[src/rtl/wdt_pkg.sv]
package wdt_pkg;
  localparam int CNT_W  = 12;
  localparam int DATA_W = 32;
  localparam int ADDR_W = 2;
  localparam int STAT_W = 2;

  localparam logic [ADDR_W-1:0] ADDR_CTRL = 2'd0;
  localparam logic [ADDR_W-1:0] ADDR_MODE = 2'd1;
  localparam logic [ADDR_W-1:0] ADDR_STAT = 2'd2;
  localparam logic [ADDR_W-1:0] ADDR_CNT  = 2'd3;

  localparam logic [7:0]        RESTART_KEY = 8'hA5;
  localparam logic [DATA_W-1:0] MODE_RESET  = 32'h3FFF_2FFF;
  localparam logic [DATA_W-1:0] MODE_MASK   = 32'h3FFF_FFFF;

  localparam int RELOAD_LSB = 0;
  localparam int DELTA_LSB  = 16;
  localparam int BIT_INT_EN = 12;
  localparam int BIT_RST_EN = 13;
  localparam int BIT_PROC   = 14;
  localparam int BIT_DIS    = 15;
  localparam int BIT_DBG_H  = 28;
  localparam int BIT_IDLE_H = 29;

  localparam int ST_UNDER = 0;
  localparam int ST_EARLY = 1;

  typedef struct packed {
    logic reload;
    logic countEn;
  } wdStrobe_t;
endpackage

[src/rtl/wdt_datapath.sv]
module wdt_datapath
  import wdt_pkg::*;
(
  input  logic             clk,
  input  logic             rstN,
  input  wdStrobe_t        strobe,
  input  logic [CNT_W-1:0] reloadVal,
  input  logic [CNT_W-1:0] deltaVal,
  output logic [CNT_W-1:0] count,
  output logic             underflow,
  output logic             inWindow
);
  logic atZero;

  assign atZero    = (count == '0);
  assign underflow = strobe.countEn && !strobe.reload && atZero;
  assign inWindow  = (count <= deltaVal);

  always_ff @(posedge clk) begin
    if (!rstN) begin
      count <= '1;
    end else if (strobe.reload) begin
      count <= reloadVal;
    end else if (strobe.countEn) begin
      count <= atZero ? reloadVal : count - 1'b1;
    end
  end
endmodule

[src/rtl/wdt_ctrl.sv]
module wdt_ctrl
  import wdt_pkg::*;
(
  input  logic              clk,
  input  logic              rstN,
  input  logic              tick256,
  input  logic              regWrEn,
  input  logic              regRdEn,
  input  logic [ADDR_W-1:0] regAddr,
  input  logic [DATA_W-1:0] regWrData,
  input  logic              dbgIn,
  input  logic              idleIn,
  input  logic [CNT_W-1:0]  count,
  input  logic              underflow,
  input  logic              inWindow,
  output wdStrobe_t         strobe,
  output logic [DATA_W-1:0] modeReg,
  output logic [STAT_W-1:0] statusReg,
  output logic [DATA_W-1:0] regRdData,
  output logic              faultIrq,
  output logic              procRstReq,
  output logic              sysRstReq
);
  logic modeLocked;
  logic keyedRestart;
  logic enabled;
  logic earlyErr;
  logic halted;
  logic fault;
  logic statusRead;
  logic [STAT_W-1:0] newEvents;

  assign keyedRestart = regWrEn && (regAddr == ADDR_CTRL)
                        && (regWrData[31:24] == RESTART_KEY) && regWrData[0];
  assign enabled   = !modeReg[BIT_DIS];
  assign halted    = (dbgIn && modeReg[BIT_DBG_H]) || (idleIn && modeReg[BIT_IDLE_H]);
  assign earlyErr  = keyedRestart && enabled && !inWindow;
  assign fault     = underflow || earlyErr;
  assign statusRead = regRdEn && (regAddr == ADDR_STAT);

  always_comb begin
    newEvents = '0;
    newEvents[ST_UNDER] = underflow;
    newEvents[ST_EARLY] = earlyErr;
  end

  assign strobe.reload  = keyedRestart && enabled && inWindow;
  assign strobe.countEn = tick256 && enabled && !halted;

  always_ff @(posedge clk) begin
    if (!rstN) begin
      modeReg    <= MODE_RESET;
      modeLocked <= 1'b0;
    end else if (regWrEn && (regAddr == ADDR_MODE) && !modeLocked) begin
      modeReg    <= regWrData & MODE_MASK;
      modeLocked <= 1'b1;
    end
  end

  always_ff @(posedge clk) begin
    if (!rstN) begin
      statusReg  <= '0;
      procRstReq <= 1'b0;
      sysRstReq  <= 1'b0;
    end else begin
      statusReg  <= (statusRead ? '0 : statusReg) | newEvents;
      procRstReq <= fault && modeReg[BIT_RST_EN] && modeReg[BIT_PROC];
      sysRstReq  <= fault && modeReg[BIT_RST_EN] && !modeReg[BIT_PROC];
    end
  end

  assign faultIrq = modeReg[BIT_INT_EN] && (statusReg != '0);

  always_comb begin
    unique case (regAddr)
      ADDR_MODE: regRdData = modeReg;
      ADDR_STAT: regRdData = {{(DATA_W-STAT_W){1'b0}}, statusReg};
      ADDR_CNT:  regRdData = {{(DATA_W-CNT_W){1'b0}}, count};
      default:   regRdData = '0;
    endcase
  end
endmodule

[src/rtl/wdt_window.sv]
module wdt_window
  import wdt_pkg::*;
(
  input  logic              clk,
  input  logic              rstN,
  input  logic              tick256,
  input  logic              regWrEn,
  input  logic              regRdEn,
  input  logic [ADDR_W-1:0] regAddr,
  input  logic [DATA_W-1:0] regWrData,
  output logic [DATA_W-1:0] regRdData,
  input  logic              dbgIn,
  input  logic              idleIn,
  output logic              faultIrq,
  output logic              procRstReq,
  output logic              sysRstReq
);
  wdStrobe_t         strobe;
  logic [DATA_W-1:0] modeReg;
  logic [STAT_W-1:0] statusReg;
  logic [CNT_W-1:0]  count;
  logic              underflow;
  logic              inWindow;

  wdt_ctrl u_ctrl (
    .clk(clk), .rstN(rstN), .tick256(tick256),
    .regWrEn(regWrEn), .regRdEn(regRdEn), .regAddr(regAddr), .regWrData(regWrData),
    .dbgIn(dbgIn), .idleIn(idleIn),
    .count(count), .underflow(underflow), .inWindow(inWindow),
    .strobe(strobe), .modeReg(modeReg), .statusReg(statusReg), .regRdData(regRdData),
    .faultIrq(faultIrq), .procRstReq(procRstReq), .sysRstReq(sysRstReq)
  );

  wdt_datapath u_dp (
    .clk(clk), .rstN(rstN), .strobe(strobe),
    .reloadVal(modeReg[RELOAD_LSB +: CNT_W]),
    .deltaVal(modeReg[DELTA_LSB +: CNT_W]),
    .count(count), .underflow(underflow), .inWindow(inWindow)
  );
endmodule

[config.mk]
export PLATFORM = sky130hd
export DESIGN_NAME = wdt_window
export DESIGN_NICKNAME = d
export VERILOG_FILES = /design/src/rtl/wdt_pkg.sv /design/src/rtl/wdt_datapath.sv /design/src/rtl/wdt_ctrl.sv /design/src/rtl/wdt_window.sv
export SDC_FILE = /design/constraint.sdc
export NUM_CORES = 1
export LEC_CHECK = 0
export BUFFER_PORTS_ARGS = -buffer_cell sky130_fd_sc_hd__buf_2
export CORE_ASPECT_RATIO = 1.1
export CORE_MARGIN = 2
export CORE_UTILIZATION = 47
export CTS_BUF_LIST = sky130_fd_sc_hd__clkbuf_16
export DETAILED_ROUTE_END_ITERATION = 7
export PLACE_DENSITY = 0.76
export SLEW_MARGIN = 40
export SYNTH_ARGS = -nofsm -noshare
export SYNTH_HDL_FRONTEND = slang
export SYNTH_SLANG_ARGS = --single-unit
[constraint.sdc]
create_clock -name clk -period 1.9 [get_ports clk]
set_clock_uncertainty 0.1 [all_clocks]
set_input_delay 0.19 -clock clk [delete_from_list [all_inputs] [get_ports clk]]
set_output_delay 0.19 -clock clk [all_outputs]
set_load 0.05 [all_outputs]
# Word level (Yosys, flattened, before mapping)
# Cells that the tools add are included.
dict set report word_totals {
  ff_bits 47
  in_bits 41
  output_inout_bits 35
  elab_cells 49
}
dict set report classes {
  n_addsub 1
  order_cmp 1
  eq_ne 4
  n_mux 5
  bitwise_logic 1
  n_reduce_logical 31
}
# cell count
set op_table {}
lappend op_table {{30-bit case mux with 3 select lines} 1}
lappend op_table {{12-bit 2-to-1 mux} 3}
lappend op_table {{1-bit logical AND} 19}
lappend op_table {{12-bit <= comparator} 1}
lappend op_table {{12-bit zero test} 1}
lappend op_table {{12-bit by 1-bit subtractor with 12-bit output, second input constant} 1}
lappend op_table {{8-bit equality test, second input constant} 1}
lappend op_table {{1-bit zero test} 6}
lappend op_table {{2-bit equality test, second input constant} 2}
lappend op_table {{2-bit nonzero test} 2}
lappend op_table {{2-bit by 1-bit equality test with 1-bit output, second input constant} 1}
lappend op_table {{2-bit zero test} 1}
lappend op_table {{1-bit logical OR} 2}
lappend op_table {{2-bit 2-to-1 mux} 1}
lappend op_table {{2-bit OR} 1}

# Depth between registers and ports, before layout
# Gate-level depths: netlist of run 1.
dict set report depth {
  depth_word 12
  ltp_mapped 11
  depth_no_buf 9
}

# Modules after synthesis
# A second synthesis of run 1 with hierarchy kept.
dict set report hier_totals {
  cells_unflattened 366
  hier_area_um2 2942.8
}
# mod instances cells_per_inst area_per_inst_um2 seq_area_each_um2
set by_module_without_submodules {}
lappend by_module_without_submodules {wdt_ctrl 1 213 1726.7 700.7}
lappend by_module_without_submodules {wdt_datapath 1 153 1216.2 240.2}

# Worst setup path after synthesis of run 1
# Ideal clock, no wire load.
dict set report synth_path {
  kind {reg2reg}
  start {register u_dp.count[10]}
  end {register u_dp.count[6]}
  setup_time_ns 0.064
  arrival_time_ns 1.954
  required_time_ns 1.736
  setup_slack_ns -0.218
  path_stages_with_launch 10
  path_buffers 1
  synth_period_minus_slack_ns 2.118
  cell_sequence {dfxtp_1 > ha_1 > and4_1 > nand2_1 > a21oi_1 > nor3b_1 > o21a_1 > buf_6 > or4b_1 > nand4_1}
}
dict set report synth_via {
  elab_chain_len 4
  word_cells_on_any_way 7
  classes_between {1 x order compare; 3 x mux; 3 x reduce/logical}
}
# item line_no
set synth_rtl {}
lappend synth_rtl {{start: declaration} wdt_datapath.sv:9} ;# output logic [CNT_W-1:0] count,
lappend synth_rtl {{start signal: assignment} wdt_datapath.sv:23} ;# count <= reloadVal;
lappend synth_rtl {{start signal: assignment} wdt_datapath.sv:25} ;# count <= atZero ? reloadVal : count - 1'b1;
lappend synth_rtl {{parallel branches: the longest is 4 deep, another holds 12-bit <= comparator} -}
# Parallel ways; which one is timed is not known. The select of a mux whose other input is x is not followed.
# A chain may end at the register's enable or synchronous reset.

# Worst setup path in the final report of run 1
dict set report layout_path {
  start {register u_ctrl.modeReg[26]}
  end {register u_dp.count[6]}
}
dict set report layout_via {
  elab_chain_len 3
  word_cells_on_any_way 4
  classes_between {1 x order compare; 1 x mux; 2 x reduce/logical}
}
# item line_no
set layout_rtl {}
lappend layout_rtl {{start: declaration} wdt_ctrl.sv:17} ;# output logic [DATA_W-1:0] modeReg,
lappend layout_rtl {{start signal: assignment} wdt_ctrl.sv:55} ;# modeReg <= regWrData & MODE_MASK;
lappend layout_rtl {{12-bit <= comparator (*)} wdt_datapath.sv:17} ;# assign inWindow = (count <= deltaVal);
lappend layout_rtl {{1-bit logical AND (*)} wdt_ctrl.sv:47} ;# assign strobe.reload = keyedRestart && enabled && inWindow;
lappend layout_rtl {{12-bit 2-to-1 mux or 2-bit nonzero test (tied branches)} -}
# Mark *: on every way between the ends. The rest lies on a longest branch, timed or not.

==> flow_metrics.tcl, run 1 <==
set metrics [dict create \
    outcome "finished, violations left" \
    violations "setup timing" \
    grt_max_degree 42 \
    p_clk_share_pct 37.7 \
    area.growth.synth_to_final_pct 46.7 \
    power_mw 2.72 \
    cp-start-kind "register" \
    fp.coreArea_sq_mm 0.00566 \
    wl_mm 8.66 \
    antenna_found_initial 0 \
    gp_congestion 1.03 \
    clk_latency_ps 290 \
    io_buffer_count 73 \
    final_cell_mix "buf_2 (73), nand2_1 (65), buf_4 (52), dfxtp_1 (37), nand3_1 (21)" \
    place_ws_ps -357 \
    drtPass1Iterations 4 \
    diodes 0 \
    power.leakage_nw 1.86 \
    synth_top_family_by_area "simple AND/OR/NAND/NOR gates" \
    first_global_vias 2817 \
    period_minus_slack_ps 2150 \
    cp.required_ps 2040 \
    rsz0062_at_grt "yes" \
    postRouteAntennaNets 0 \
    hold_path_class "input port to register" \
    syn-instance-count 351 \
    p_sw_mw 0.824 \
    rows 29 \
    setup_slack_ps -252 \
    fin_nets 523 \
    place_area_sq_mm 0.00345 \
    path_clk_slew_ps 70 \
    drive_gt1_share_pct 44.3 \
    cts_tree "done" \
    synthXorXnorAreaFrac_pct 0 \
    vias 3018 \
    synthSimpleGateAreaFrac_pct 31.9 \
    grt.total_usage_pct 25.8 \
    ys_ff_latch 47 \
    synth-compound-area-share_pct 15.8 \
    worstSetupPathType "register to register" \
    fp.dieArea_sq_mm 0.00639 \
    holdPathStages 3 \
    maxSlewViolCount 0 \
    p_per_area_mw_per_mm2 684 \
    critPathMaxFanout 4 \
    clock_path_buffers 2 \
    synth-adder-area-share_pct 6.46 \
    critPathCaptureType "register" \
    drc 0 \
    finalCritPeriodShare_pct 113 \
    ctsHoldBuffers 0 \
    maxCapViolCount 0 \
    cts-root-buf "clkbuf_16" \
    syn_area_sq_mm 0.00271 \
    final_area_sq_mm 0.00398 \
    combPwrFrac_pct 23.7 \
    cts_buffers 5 \
    max_freq_mhz 465 \
    peakVddDrop_v 0.000460 \
    grt_overflow 0 \
    seq_power_share_pct 38.7 \
    dp_hpwl_mm 5.86 \
    synth_flop_cell "dfxtp_1" \
    avgSynthCellArea_sq_um 7.72 \
    async_flop_share_pct 0 \
    crit_arrival_ps 2290 \
    yosysUniqueCellTypes 44 \
    via_per_inst 5.53 \
    initial_core_util_pct 47.9 \
    ios 76 \
    seq_area_sq_um 953 \
    reg2regPathDepth 9 \
    hold_violations 0 \
    synth_edf_count 0 \
    drtIter0Drc 210 \
    muxShareOfSynthArea_pct 4.52 \
    synth-warning-count 0 \
    finalSetupViolations 16 \
    cts.sinks 47 \
    nFillCells 469 \
    intPower_mw 1.90 \
    post_drt_wl_per_cell_um 15.9 \
    die_h_um 83.6 \
    die_x_um 76.4 \
    grt_first_pass_wirelength_mm 13.4 \
    p_sw_share_pct 30.3 \
    multi_input_area_sq_mm 0.00188 \
    layout_commonest_cell "buf_2" \
    yosysSeqAreaShare_pct 34.7 \
    cts-htree-levels 2 \
]
power groups by stage:
stage	Combinational, mW	Sequential [mW]	Clock (mW)
2_1_floorplan	0.358	1.06	0
3_3_place_gp	0.525	1.06	0
3_5_place_dp	0.536	1.07	0
4_1_cts	0.587	1.05	1.03
5_1_grt	0.685	1.06	1.08
6_report	0.644	1.05	1.02
state kept, by name, indices dropped and copies added (netlist names):
signal / cells
u_ctrl.procRstReq: 1
u_dp.count: 12
u_ctrl.statusReg: 2
u_ctrl.sysRstReq: 1
u_ctrl.modeLocked: 1
u_ctrl.modeReg: 30
critical path, cell delays in order, from the launching register on:
cell and delay [ps]:
dfxtp_2 340, inv_2 50, ha_4 260, and4_4 230, nand2_4 70, a21oi_4 140, nor3b_2 70, o21a_2 250
or4b_1 490, nand4_1 100
synth_stat cells, drive strengths merged (2+ instances only):
cell type	number	area [sq um]
nand2	69	259
nor2	17	63.8
o311ai	2	17.5
inv	17	63.8
a21oi	23	115
o21ai	16	80.1
and4	2	17.5
nand4	7	43.8
or4b	2	23.8
o21a	2	15.0
nor3b	2	15.0
dfxtp	47	941
or3	2	12.5
ha	14	175
nand3	23	115
and3	2	12.5
o211ai	18	135
nor2b	13	81.3
and2	18	113
mux2i	10	100
nor3	8	40.0
clkbuf	13	48.8
a22o	2	17.5
mux2	2	22.5
buf	6	61.3
routing by layer:
| layer | global-route usage, % | up-vias | wire [um] |
|---|---|---|---|
| met5 | 0 | - | 0 |
| met4 | 7.27 | 0 | 205 |
| met3 | 3.68 | 22 | 570 |
| met2 | 46.4 | 116 | 4420 |
| met1 | 32.0 | 1417 | 3460 |
| li1 | - | 1463 | - |
what timing repair did:
item,in CTS,in global routing
pin swaps,26,16
gates resized for setup,60,21
buffers inserted,9,4
endpoints found under the setup margin,16,16
final timing paths:
check / startpoint / endpoint / slack, ps
worst min-delay path: regWrData[16] / u_ctrl.modeReg[16] / 5
worst min register to register: u_ctrl.modeReg[14] / u_ctrl.procRstReq / 370
worst max-delay path: u_ctrl.modeReg[26] / u_dp.count[6] / -250
worst max register to register: u_ctrl.modeReg[26] / u_dp.count[6] / -250
logic make-up after synthesis:
kind of cell | after synthesis
simple gates | 172
compound gates | 69
flops | 47
buf+inv | 36
fa+ha+maj | 14
mux | 12
other cells | 1
through the flow:
step           TNS (ps)  utilization (%)  hold WS (ps)  std cells
5_1_grt           -3940             70.2          22.2        546
3_5_place_dp      -4740             61.0           301        530
6_report          -2810             70.2          5.16        546
4_1_cts           -1610             68.3          4.64        543
3_3_place_gp      -3450             61.0           297        530
2_1_floorplan     -1020                -           214        352
layout make-up:
cell class / count / share of cell area (%)
multi-input cells: 269 / 47.4
flip-flops and latches: 47 / 24.0
repair buffers: 128 / 20.3
clock buffers: 5 / 3.15
well taps: 77 / 2.42
inverters: 17 / 1.60
clock inverters: 3 / 1.16
Power figures use the tool's default switching activity.
==> inputs of run 2 (changes only) <==
Settings changed: SKIP_LAST_GASP from default to 1.
==> run 2 against run 1 <==
  * Largest cell class unchanged
  * Power decreased by 0.52%
  * Core utilization shrank 0.24 points
  * Worst setup slack worse by 3.8 ps
  * The flow still finishes with violations (setup timing)
==> flow_metrics.tcl, run 2 (synthesis gave the netlist of run 1 again) <==
set metrics [dict create \
    postRouteAntennaNets 0 \
    layout_commonest_cell "buf_2" \
    maxSlewViolCount 0 \
    cts_tree "done" \
    post_drt_wl_per_cell_um 15.6 \
    rows 29 \
    crit_chain "inv_2 -> ha_4 -> and4_4 -> nand2_4 -> a21oi_4 -> nor3b_2 -> o21a_2 -> or4b_1 -> nand4_1" \
    via_per_inst 5.41 \
    initial_core_util_pct 47.9 \
    cts-htree-levels 2 \
    finalCritPeriodShare_pct 113 \
    cp.required_ps 2030 \
    grt_max_degree 42 \
    clock_path_buffers 2 \
    grt-busiest-layer "met2" \
    maxCapViolCount 0 \
    multi_input_area_sq_mm 0.00186 \
    violations "setup timing" \
    whs_endpoint "u_ctrl.modeReg[3]" \
    p_per_area_mw_per_mm2 683 \
    crit_arrival_ps 2290 \
    critPathCaptureType "register" \
    io_buffer_count 73 \
    vias 2962 \
    cts_buffers 5 \
    regMostFlops "u_ctrl.modeReg" \
    fin_util_pct 70.0 \
    wl_mm 8.52 \
    critPathSlowestCell "or4b_1" \
    grtUsageMet1_pct 32.5 \
    diodes 0 \
    grtUsageMet3_pct 3.25 \
    grt.total_usage_pct 25.9 \
    final_cell_mix "buf_2 (73), nand2_1 (65), buf_4 (53), dfxtp_1 (37), nand3_1 (23)" \
    cts.sinks 47 \
    path_clk_slew_ps 70 \
    drtPass1Iterations 5 \
    fin_nets 524 \
    met2_usage_pct 46.7 \
    dp_hpwl_mm 5.86 \
    hp-start "regWrData[3]" \
    finalSetupViolations 16 \
    r2r_start "u_ctrl.modeReg[26]" \
    path_delay_family "simple AND/OR/NAND/NOR gates" \
    reg2regPathDepth 9 \
    largest_registers "u_ctrl.modeReg x30, u_dp.count x12, u_ctrl.statusReg x2" \
    slowest_delay_ps 490 \
    r2r-end "u_dp.count[6]" \
    fp.coreArea_sq_mm 0.00566 \
    period_minus_slack_ps 2160 \
    gp_congestion 1.03 \
    seq_area_sq_um 953 \
    power.leakage_nw 1.86 \
    nFillCells 476 \
    cp-start-kind "register" \
    antenna_found_initial 0 \
    grt_overflow 0 \
    worstSetupPathType "register to register" \
    cts-root-buf "clkbuf_16" \
    first_global_vias 2798 \
    hold_violations 0 \
    area.growth.synth_to_final_pct 46.2 \
    outcome "finished, violations left" \
    peakVddDrop_v 0.000452 \
    grt_first_pass_wirelength_mm 13.4 \
    drive_gt1_share_pct 43.2 \
    critPathMaxFanout 4 \
    die_x_um 76.4 \
    drc 0 \
    die_h_um 83.6 \
    setup_slack_ps -256 \
    drtIter0Drc 231 \
    ios 76 \
    fp.dieArea_sq_mm 0.00639 \
    largest_register_ffs 30 \
    rsz0062_at_grt "yes" \
    r2r_slack_ps -260 \
    holdPathStages 3 \
    setup_tns_ps -2540 \
    clk_latency_ps 290 \
    cp.buffers_inverters 1 \
    ctsHoldBuffers 0 \
    max_freq_mhz 464 \
    hold_path_class "input port to register" \
]
## run 2: cell count changes in the layout (fill, tap and decap cells not counted)
cell	before	now
nand3_1	21	23
a21oi_1	15	16
a21oi_2	7	6
nor2_1	13	16
buf_4	52	53
nor2_2	4	1
nand3_2	2	0
## run 2: worst register-to-register path, stage by stage, from the launching register on
cell and delay, ps:
dfxtp_2 340, inv_2 50, ha_4 260, and4_4 240, nand2_4 70, a21oi_4 140
nor3b_2 70, o21a_2 240, or4b_1 490, nand4_1 100
## run 2: worst max-delay path by stage
| stage | start | endpoint | slack (ps) | depth (start not counted) |
|---|---|---|---|---|
| floorplan | u_ctrl.modeReg[25] | u_dp.count[6] | -180 | 10 |
| global placement | u_ctrl.modeReg[23] | u_dp.count[9] | -270 | 10 |
| detailed placement | u_ctrl.modeReg[23] | u_dp.count[10] | -360 | 10 |
| CTS | u_ctrl.modeReg[26] | u_dp.count[6] | -230 | 9 |
| global route | u_dp.count[0] | u_dp.count[6] | -350 | 9 |
| finish | u_ctrl.modeReg[26] | u_dp.count[6] | -260 | 9 |
## run 2: repair_timing
item                                    CTS  global route
setup buffers                             9             5
endpoints found under the hold margin     0             0
gates cloned                              0             0
endpoints found under the setup margin   16            16
pin swaps                                24            17
gates resized for setup                  54            21
## run 2: area by class of cell
cell class                      count  share of cell area, %
Timing Repair Buffer              129                   20.6
Clock buffer                        5                   3.16
Multi-Input combinational cell    269                   47.0
Sequential cell                    47                   24.1
Tap cell                           77                   2.43
Inverter                           17                   1.61
Clock inverter                      3                   1.17
## run 2: per-stage QoR
stage / area (sq um) / hold WS [ps] / instances / setup slack (ps) / total power, mW
2_1_floorplan: 2720 / 214 / 352 / -183 / 1.42
3_3_place_gp: 3450 / 297 / 530 / -271 / 1.59
3_5_place_dp: 3450 / 301 / 530 / -357 / 1.60
4_1_cts: 3850 / 4.64 / 543 / -228 / 2.67
5_1_grt: 3960 / 22.5 / 547 / -348 / 2.82
6_report: 3960 / 6.09 / 547 / -256 / 2.71
## run 2: per-layer routing
| metal | part of all wire [%] | up-vias |
|---|---|---|
| met3 | 4.1 | 9 |
| met4 | 1.3 | 0 |
| met1 | 43 | 1406 |
| met5 | 0 | - |
| met2 | 52 | 91 |
| li1 | - | 1456 |
## run 2: report_power, final
part / switching (mW) / total, mW / internal, mW
clock network: 0.394 / 1.02 / 0.626
registers: 0.0287 / 1.05 / 1.02
logic: 0.389 / 0.634 / 0.245
